===== src/rtl/vliw_pkg.sv =====
package vliw_pkg;

    localparam int NSLOT    = 3;
    localparam int SLOT_W   = 32;
    localparam int OP_W     = 4;
    localparam int PIDX_W   = 3;
    localparam int REG_W    = 5;
    localparam int IMM_W    = SLOT_W - OP_W - PIDX_W - 3 * REG_W;
    localparam int BUNDLE_W = NSLOT * SLOT_W;

    localparam logic [OP_W-1:0] OP_NOP    = 4'd0;
    localparam logic [OP_W-1:0] OP_LOAD   = 4'd8;
    localparam logic [OP_W-1:0] OP_STORE  = 4'd9;
    localparam logic [OP_W-1:0] OP_BRANCH = 4'd12;

    typedef enum logic [1:0] {
        UNIT_ALU,
        UNIT_LDST,
        UNIT_BRALU
    } unit_e;

    typedef struct packed {
        logic [OP_W-1:0]   op;
        logic [PIDX_W-1:0] pidx;
        logic [REG_W-1:0]  rd;
        logic [REG_W-1:0]  rs1;
        logic [REG_W-1:0]  rs2;
        logic [IMM_W-1:0]  imm;
    } slot_t;

    typedef struct packed {
        logic load;
        logic store;
        logic branch;
    } strobe_t;

    function automatic slot_t slot_of(input logic [BUNDLE_W-1:0] b, input int idx);
        return slot_t'(b[idx*SLOT_W +: SLOT_W]);
    endfunction

    function automatic logic is_nop(input logic [OP_W-1:0] op);
        return op == OP_NOP;
    endfunction

    function automatic unit_e unit_of(input int idx);
        case (idx)
            0:       return UNIT_ALU;
            1:       return UNIT_LDST;
            default: return UNIT_BRALU;
        endcase
    endfunction

endpackage


===== src/rtl/vliw_fetch_seq.sv =====
module vliw_fetch_seq
    import vliw_pkg::*;
#(
    parameter int PC_W = 16
) (
    input  logic                clk,
    input  logic                rst,
    input  logic [BUNDLE_W-1:0] fetch_bundle,
    input  logic                fire,
    input  logic                redirect,
    input  logic [PC_W-1:0]     target,
    output logic [PC_W-1:0]     fetch_addr,
    output logic [BUNDLE_W-1:0] bundle,
    output logic                present,
    output logic [PC_W-1:0]     bundle_pc
);

    logic [PC_W-1:0] pc;

    always_ff @(posedge clk) begin
        if (rst) begin
            pc        <= '0;
            present   <= 1'b0;
            bundle    <= '0;
            bundle_pc <= '0;
        end else if (redirect) begin
            // the bundle fetched behind a taken branch is dropped
            pc      <= target;
            present <= 1'b0;
        end else if (fire || !present) begin
            bundle    <= fetch_bundle;
            bundle_pc <= pc;
            present   <= 1'b1;
            pc        <= pc + 1'b1;
        end
    end

    assign fetch_addr = pc;

endmodule


===== src/rtl/vliw_slot_decode.sv =====
module vliw_slot_decode
    import vliw_pkg::*;
#(
    parameter unit_e UNIT = UNIT_ALU
) (
    input  logic [OP_W-1:0] op,
    input  logic            present,
    input  logic            pred_val,
    input  logic            ready,
    input  logic            fire,
    output logic            can_go,
    output logic            issue_v,
    output strobe_t         strobe
);

    logic active;

    assign active  = present && !is_nop(op) && pred_val;
    assign can_go  = !active || ready;
    assign issue_v = fire && active;

    if (UNIT == UNIT_LDST) begin : g_ldst
        assign strobe.load   = issue_v && (op == OP_LOAD);
        assign strobe.store  = issue_v && (op == OP_STORE);
        assign strobe.branch = 1'b0;
    end else if (UNIT == UNIT_BRALU) begin : g_bralu
        assign strobe.load   = 1'b0;
        assign strobe.store  = 1'b0;
        assign strobe.branch = issue_v && (op == OP_BRANCH);
    end else begin : g_alu
        assign strobe = '0;
    end

endmodule


===== src/rtl/vliw_issue_ctrl.sv =====
module vliw_issue_ctrl
    import vliw_pkg::*;
#(
    parameter int PC_W = 16
) (
    input  logic             present,
    input  logic [NSLOT-1:0] can_go,
    input  logic [IMM_W-1:0] branch_imm,
    output logic             fire,
    output logic [PC_W-1:0]  target
);

    // whole bundle or nothing: one stalled active slot blocks all three
    assign fire   = present && (&can_go);
    assign target = PC_W'(branch_imm);

endmodule


===== src/rtl/vliw_issue_unit.sv =====
module vliw_issue_unit
    import vliw_pkg::*;
#(
    parameter int PC_W = 16
) (
    input  logic                          clk,
    input  logic                          rst,
    output logic [PC_W-1:0]               fetch_addr,
    input  logic [BUNDLE_W-1:0]           fetch_bundle,
    output logic [NSLOT-1:0][PIDX_W-1:0]  pred_idx,
    input  logic [NSLOT-1:0]              pred_val,
    input  logic [NSLOT-1:0]              slot_ready,
    output logic                          iss_fire,
    output logic [PC_W-1:0]               iss_pc,
    output logic [NSLOT-1:0]              iss_valid,
    output logic [NSLOT-1:0][OP_W-1:0]    iss_op,
    output logic [NSLOT-1:0][REG_W-1:0]   iss_rd,
    output logic [NSLOT-1:0][REG_W-1:0]   iss_rs1,
    output logic [NSLOT-1:0][REG_W-1:0]   iss_rs2,
    output logic [NSLOT-1:0][IMM_W-1:0]   iss_imm,
    output logic                          ls_load,
    output logic                          ls_store,
    output logic                          br_taken
);

    logic                  present;
    logic [BUNDLE_W-1:0]   bundle;
    slot_t [NSLOT-1:0]     slots;
    logic [NSLOT-1:0]      can_go;
    strobe_t [NSLOT-1:0]   strobes;
    logic [PC_W-1:0]       target;

    vliw_fetch_seq #(.PC_W(PC_W)) i_fetch (
        .clk          (clk),
        .rst          (rst),
        .fetch_bundle (fetch_bundle),
        .fire         (iss_fire),
        .redirect     (br_taken),
        .target       (target),
        .fetch_addr   (fetch_addr),
        .bundle       (bundle),
        .present      (present),
        .bundle_pc    (iss_pc)
    );

    for (genvar g = 0; g < NSLOT; g++) begin : g_slot
        assign slots[g]    = slot_of(bundle, g);
        assign pred_idx[g] = slots[g].pidx;
        assign iss_op[g]   = slots[g].op;
        assign iss_rd[g]   = slots[g].rd;
        assign iss_rs1[g]  = slots[g].rs1;
        assign iss_rs2[g]  = slots[g].rs2;
        assign iss_imm[g]  = slots[g].imm;

        vliw_slot_decode #(.UNIT(unit_of(g))) i_dec (
            .op       (slots[g].op),
            .present  (present),
            .pred_val (pred_val[g]),
            .ready    (slot_ready[g]),
            .fire     (iss_fire),
            .can_go   (can_go[g]),
            .issue_v  (iss_valid[g]),
            .strobe   (strobes[g])
        );
    end

    vliw_issue_ctrl #(.PC_W(PC_W)) i_ctrl (
        .present    (present),
        .can_go     (can_go),
        .branch_imm (slots[NSLOT-1].imm),
        .fire       (iss_fire),
        .target     (target)
    );

    always_comb begin
        ls_load  = 1'b0;
        ls_store = 1'b0;
        br_taken = 1'b0;
        for (int i = 0; i < NSLOT; i++) begin
            ls_load  = ls_load  | strobes[i].load;
            ls_store = ls_store | strobes[i].store;
            br_taken = br_taken | strobes[i].branch;
        end
    end

endmodule


===== config.mk =====
export PLATFORM = sky130hd
export DESIGN_NAME = vliw_issue_unit
export DESIGN_NICKNAME = d
export VERILOG_FILES = /design/src/rtl/vliw_pkg.sv /design/src/rtl/vliw_fetch_seq.sv /design/src/rtl/vliw_slot_decode.sv /design/src/rtl/vliw_issue_ctrl.sv /design/src/rtl/vliw_issue_unit.sv
export SDC_FILE = /design/constraint.sdc
export NUM_CORES = 1
export LEC_CHECK = 0
export BUFFER_PORTS_ARGS = -buffer_cell sky130_fd_sc_hd__buf_2
export CORE_ASPECT_RATIO = 1.2
export CORE_MARGIN = 2
export CORE_UTILIZATION = 46
export CTS_CLUSTER_DIAMETER = 150
export CTS_CLUSTER_SIZE = 30
export DETAILED_ROUTE_END_ITERATION = 8
export GPL_TIMING_DRIVEN = 0
export MAX_ROUTING_LAYER = met4
export PLACE_DENSITY = 0.91
export SYNTH_ARGS = -nofsm -noshare
export SYNTH_HDL_FRONTEND = slang
export SYNTH_SLANG_ARGS = --single-unit

===== constraint.sdc =====
create_clock -name clk -period 2.3 [get_ports clk]
set_input_delay 0.115 -clock clk [delete_from_list [all_inputs] [get_ports clk]]
set_output_delay 0.115 -clock clk [all_outputs]
set_load 0.03 [all_outputs]

Word-level counts from Yosys, hierarchy flattened --
Cells that the tools add are included.
Word-level totals: register bits 129, bits in latches 0, bits in writable memories 0, ROM bits 0, output and inout port bits 135, word-level logic and storage cells 43, memories kept 0
Cells by class: add/sub/neg operators 1, $mul 0, div/mod/pow operators 0, order comparisons 0, equal/unequal tests 3, shift operators 0, muxes and demuxes 2, bitwise logic cells 1, reduce and logical (&&, ||, !) cells 31
Operators with widths (count):
- two-way mux 10 bit | 2
- adder 16 x 1 -> 16 bit (second input constant) | 1
- logical AND 1 bit | 13
- equality test 4 bit (second input constant) | 3
- zero test 4 bit | 3
- zero test 1 bit | 7
- logical OR 1 bit | 4
- AND reduction 3 bit | 1
- AND reduction 2 bit | 1
- nonzero test 2 bit | 1
- OR reduction 2 bit | 1
- NOT 1 bit | 1

Logic depth before layout (Yosys ltp) --
depth after elaboration 12, gate-level depth with buffers 9, gate-level depth less buffers 7

Modules after synthesis --
From an unflattened synthesis, not the netlist that was laid out.
Unflattened totals: cell total of the unflattened synthesis 640, area total of the unflattened synthesis 5026.1 um2
Modules (own cells, without submodules):
- vliw_fetch_seq | instances 1, cells an instance 591, area each 4692.0 um2, sequential area each 2582.5 um2
- vliw_issue_ctrl | instances 1, cells an instance 18, area each 132.6 um2, sequential area each 0.0 um2
- vliw_slot_decode (g_slot[1].i_dec) | instances 1, cells an instance 10, area each 66.3 um2, sequential area each 0.0 um2
- vliw_slot_decode (g_slot[2].i_dec) | instances 1, cells an instance 10, area each 60.1 um2, sequential area each 0.0 um2
- vliw_slot_decode (g_slot[0].i_dec) | instances 1, cells an instance 8, area each 56.3 um2, sequential area each 0.0 um2
- vliw_issue_unit | instances 1, cells an instance 3, area each 18.8 um2, sequential area each 0.0 um2

Worst setup path after synthesis --
Ideal clock, no wire load.
path kind reg2out, start register i_fetch.bundle[60], end output port ls_store, arrival 2489 ps, required time 2185 ps, path slack -304 ps, cell stages (with the launch flop) 6, path buffers 0, cells stage by stage dfxtp_1 -> o41ai_4 -> o32ai_2 -> nor2_1 -> nand2_1 -> nor4b_1
On the way: word-level cells in the longest chain between the ends 10
RTL lines:
- from (decl) | line vliw_fetch_seq.sv:13 | output logic [BUNDLE_W-1:0] bundle,
- from (signal assigned) | line vliw_fetch_seq.sv:31 | bundle <= fetch_bundle;
- zero test 4 bit | line vliw_pkg.sv:42 | return op == OP_NOP;
- zero test 1 bit | line vliw_slot_decode.sv:18 | assign active = present && !is_nop(op) && pred_val;
- logical AND 1 bit (2 in series) | line vliw_slot_decode.sv:18
- zero test 1 bit | line vliw_slot_decode.sv:19 | assign can_go = !active || ready;
- logical OR 1 bit | line vliw_slot_decode.sv:19
- AND reduction 3 bit | line vliw_issue_ctrl.sv:14 | assign fire = present && (&can_go);
- logical AND 1 bit | line vliw_issue_ctrl.sv:14
- logical AND 1 bit | line vliw_slot_decode.sv:20 | assign issue_v = fire && active;
- logical AND 1 bit * | line vliw_slot_decode.sv:24 | assign strobe.store = issue_v && (op == OP_STORE);
- to (decl) | line vliw_issue_unit.sv:22 | output logic ls_store,
Mark *: on every way between the ends. The rest lies on a longest branch, timed or not.

Worst setup path in the final report --
start register i_fetch.bundle[31], end output port ls_load
On the way: word-level cells in the longest chain between the ends 10
RTL lines:
- zero test 4 bit | line vliw_pkg.sv:42
- zero test 1 bit | line vliw_slot_decode.sv:18
- logical AND 1 bit (2 in series) | line vliw_slot_decode.sv:18
- zero test 1 bit | line vliw_slot_decode.sv:19
- logical OR 1 bit | line vliw_slot_decode.sv:19
- AND reduction 3 bit | line vliw_issue_ctrl.sv:14
- logical AND 1 bit | line vliw_issue_ctrl.sv:14
- logical AND 1 bit | line vliw_slot_decode.sv:20
- logical AND 1 bit | line vliw_slot_decode.sv:23 | assign strobe.load = issue_v && (op == OP_LOAD);
- to (decl) | line vliw_issue_unit.sv:21 | output logic ls_load,
No other way between the ends.

==> Implementation_results.wiki <==
{| class="wikitable"
! Metric !! Value
|-
| Detailed-placement wirelength estimate || 10,900 um
|-
| Violated checks || setup timing
|-
| Reg2Reg Depth || 8
|-
| Fraction of final layout cells with drive strength greater than 1 || about a third
|-
| Total routing usage reported by global routing || 33.5%
|-
| Yosys warnings || 0
|-
| Path class of the lowest-slack min-delay path || primary input to register
|-
| Placed instance area || 6240 um^2
|-
| Cell types occupying the most area after synthesis || dfxtp_1 53%, nand2_1 18%, a21oi_1 12%
|-
| Cell with the most instances after synthesis || nand2_1
|-
| Most used flip-flop cell after synthesis || dfxtp_1
|-
| Category of the critical setup timing path || register to output port
|-
| Worst-path cell with the longest stage delay || o41ai_4
|-
| GR Util met1 || approximately 35%
|-
| Last weighted congestion value of the routability-driven placer || around 0.91
|-
| Final setup TNS || -0.0747 ns
|-
| Met3 global-route usage || under 10%
|-
| Sequential fraction of the synthesis area || 53.0%
|-
| Die Span X || 98.0 um
|-
| Largest area contributor in the netlist || dfxtp_1
|-
| Skew final || ~0.010 ns
|-
| Pin count of the biggest net entering global routing || 17
|-
| Launching instance or port of the critical path || i_fetch.bundle[31]
|-
| Number of global-route vias before repair || a little under 6,000
|-
| H-Tree Level Count || 4
|-
| Area of the core || roughly 10,000 um^2
|-
| Filler cell count in the final layout || roughly 670
|-
| Run status || finished with violations
|-
| FF+latch count, synth || 129
|-
| Busiest grt layer || met2
|-
| Area enclosed by the die boundary || 11,400 um^2
|-
| Reg2Reg Launch Point || i_fetch.bundle[31]
|-
| First-pass DRT Iterations || 5
|-
| Boundary Pins || approximately 240
|-
| Skew-Pair Late Insertion Delay || around 0.4 ns
|-
| Number of flops mapped to enable cells by yosys || 0
|-
| Remaining antenna violation count after routing || 0
|-
| Quantity of I/O buffers inserted on ports || 238
|-
| Share of the synthesized area in the top cell type || a little over half
|-
| Capture point of the critical path || ls_load
|-
| Fin nets || approximately 1,100
|-
| Remaining routing DRC violations || 0
|-
| Share of synthesized flip-flops with an asynchronous set or reset || 0%
|-
| Number of antenna violations at the first check in global routing || 1
|-
| DRT iter0 DRCs || slightly below 400
|-
| Kind of end point of the critical path || output port
|-
| Final worst slack || -0.0663 ns
|-
| Power per cell area || a little over 800 nW/um^2
|-
| First-pass GRT wire length || between 20,000 and 30,000 um
|-
| Highest cell delay on the worst timing path || between 0.4 and 0.5 ns
|-
| Final design instance area without fill || about 8000 um^2
|-
| Sink count of the clock tree || approximately 130
|-
| Critical path depth in cells || 6
|-
| Util after Layout || between 70 and 80%
|-
| Aggregate global routing overflow || 0
|-
| Post-synth top cells || 230 x nand2_1, 129 x dfxtp_1, 115 x a21oi_1, 25 x clkbuf_1, 14 x nor2_1
|-
| Max Fanout on Critical Path || 5
|-
| FP Rows || 41
|-
| Post-synthesis net count || approximately 720
|-
| Actual slew at the worst max-slew pin || 0.676 ns
|-
| Number of unique standard cell types used by synthesis || 40
|-
| Cell at the root of the clock tree || clkbuf_16
|-
| Critical path buffer and inverter count || 1
|-
| Synthesized area per cell || 7.98 um^2
|-
| Worst EP arrival || 2.25 ns
|-
| Total Power Consumption || 6.70 mW
|-
| Slew Viols, Final || 0
|-
| Die boundary height || 117 um
|-
| Max IR drop VDD || between 500 and 600 uV
|-
| Post-Route Hold Slack || 0.107 ns
|-
| Cell class contributing the biggest share of worst-path delay || compound AO/OA/AOI/OAI gates
|-
| Number of hold-slack violations in the final timing report || 0
|-
| Leakage || a little under 4 nW
|-
| Total Wirelength || about 20,000 um
|-
| Share of the clock period used by the worst path || 103%
|-
| Reg-to-reg setup timing slack || ~0.040 ns
|-
| Fraction of met2 tracks used by global routing || between 50% and 60%
|-
| Num CTS Buffers || 17
|-
| Slew HR || roughly 55%
|-
| Area Growth Syn to Fin || 66.2%
|-
| Maximum frequency from static timing analysis || 0.423 GHz
|-
| Mapped Area || 4870 um^2
|-
| Cells after synthesis || 611
|-
| Maximum buffer depth of the clock tree || 2
|-
| Critical Path, Cell by Cell || o41ai_4 -> o32ai_4 -> nor2_4 -> nand2_4 -> nor4_4 -> buf_6
|-
| Clock tree from TritonCTS || yes
|-
| Starting density of the core || ~47%
|-
| Destination of the worst register-to-register timing path || i_fetch.bundle[60]
|-
| Startpoint kind of the worst setup timing path || register
|-
| CTS clk-pin slew, worst paths || 0.05 ns
|-
| Final worst path period need || approximately 2.4 ns
|-
| Final setup violating endpoints || 2
|-
| Setup repair after global routing missed its margin || true
|-
| Max Cap Violations || 0
|-
| WL per Instance || 17.5 um
|-
| Required time of the critical path || ~2.2 ns
|-
| Via-to-Cell Ratio || about 5.4
|-
| Total via count in the routed design || 6,048
|}
-- timing repair --
item	in CTS	in global routing
hold buffers	96	0
resized for setup	24	43
buffers inserted	10	6
pin swaps	6	9
gates cloned	0	1
hold endpoints to repair	96	0
endpoints found under the setup margin	120	116
-- worst reg2reg max path, cell delays in order (launching register included) --
cell,delay [ns]
dfxtp_2,0.34
o41ai_4,0.45
o32ai_4,0.22
or3_1,0.40
buf_6,0.15
buf_6,0.15
buf_4,0.18
nand2_1,0.12
a21oi_1,0.10
-- cells by family (layout without fill, tap and decap cells) --
family                     count (synthesis)  after routing  synth area share (%)
and+or+nand+nor                          288            288                  25.0
xor gates and xnor gates                   4              4                 0.719
DFF                                      129            129                  53.0
adders and majority gates                  1              1                 0.257
AOI/OAI and AO/OA                        138            138                  16.5
buffers and inverters                     51            433                  4.49
other                                      0              2                     0
-- where the power goes --
group / internal [mW] / switching [mW] / total, mW
sequential: 2.40 / 0.120 / 2.52
clock: 1.87 / 0.963 / 2.84
combinational: 0.499 / 0.850 / 1.35
-- per-layer routing --
metal / wire, um / share of wire [%]
met2: 10300 / 52
met5: 0 / 0
met4: 1060 / 5.4
met3: 1240 / 6.3
met1: 7070 / 36
-- sequential cells by signal, summed over array words and instances, names as in the netlist --
name                count
i_fetch.fetch_addr     16
i_fetch.present         1
i_fetch.bundle_pc      16
i_fetch.bundle         96
-- through the flow --
stage / cells / setup slack (ns)
global route: 1123 / -0.133
global placement: 978 / -0.184
finish: 1124 / -0.0663
detailed placement: 978 / -0.242
CTS: 1115 / -0.0764
floorplan: 611 / 0.0604
-- cell usage in the layout, fill, tap and decap left out, types with 5 or more instances in the layout --
master	netlist	routed
buf_2	13	241
clkbuf_16	0	17
nand3_1	7	7
a21oi_1	115	115
and3_1	6	6
inv_1	6	6
nor2_1	14	13
clkbuf_4	0	6
dlygate4sd3_1	0	96
nand2_1	230	229
or4_1	5	5
clkbuf_2	0	6
dfxtp_1	129	124
clkbuf_1	25	20
buf_6	0	5
buf_4	3	25
-- cell type report --
class / count / area [um^2] / share of cell area, %
Antenna cell: 2 / 5.00 / 0.0618
Inverter: 6 / 22.5 / 0.278
Clock buffer: 23 / 468 / 5.78
Multi-Input combinational cell: 431 / 2150 / 26.5
Clock inverter: 9 / 155 / 1.92
Sequential cell: 129 / 2590 / 32.0
Timing Repair Buffer: 351 / 2300 / 28.4
Buffer: 44 / 249 / 3.07
Tap cell: 129 / 161 / 1.99
-- worst min path at each step --
stage,start,endpoint,slack [ns],depth (start not counted)
global route,rst,i_fetch.fetch_addr[5],0.11,3
finish,rst,i_fetch.fetch_addr[5],0.11,3
CTS,rst,i_fetch.fetch_addr[6],0.09,3
floorplan,fetch_bundle[81],i_fetch.bundle[81],0.25,2
global placement,fetch_bundle[94],i_fetch.bundle[94],0.34,3
detailed placement,fetch_bundle[95],i_fetch.bundle[95],0.36,3
No activity file was read; power rests on OpenSTA's default activity.
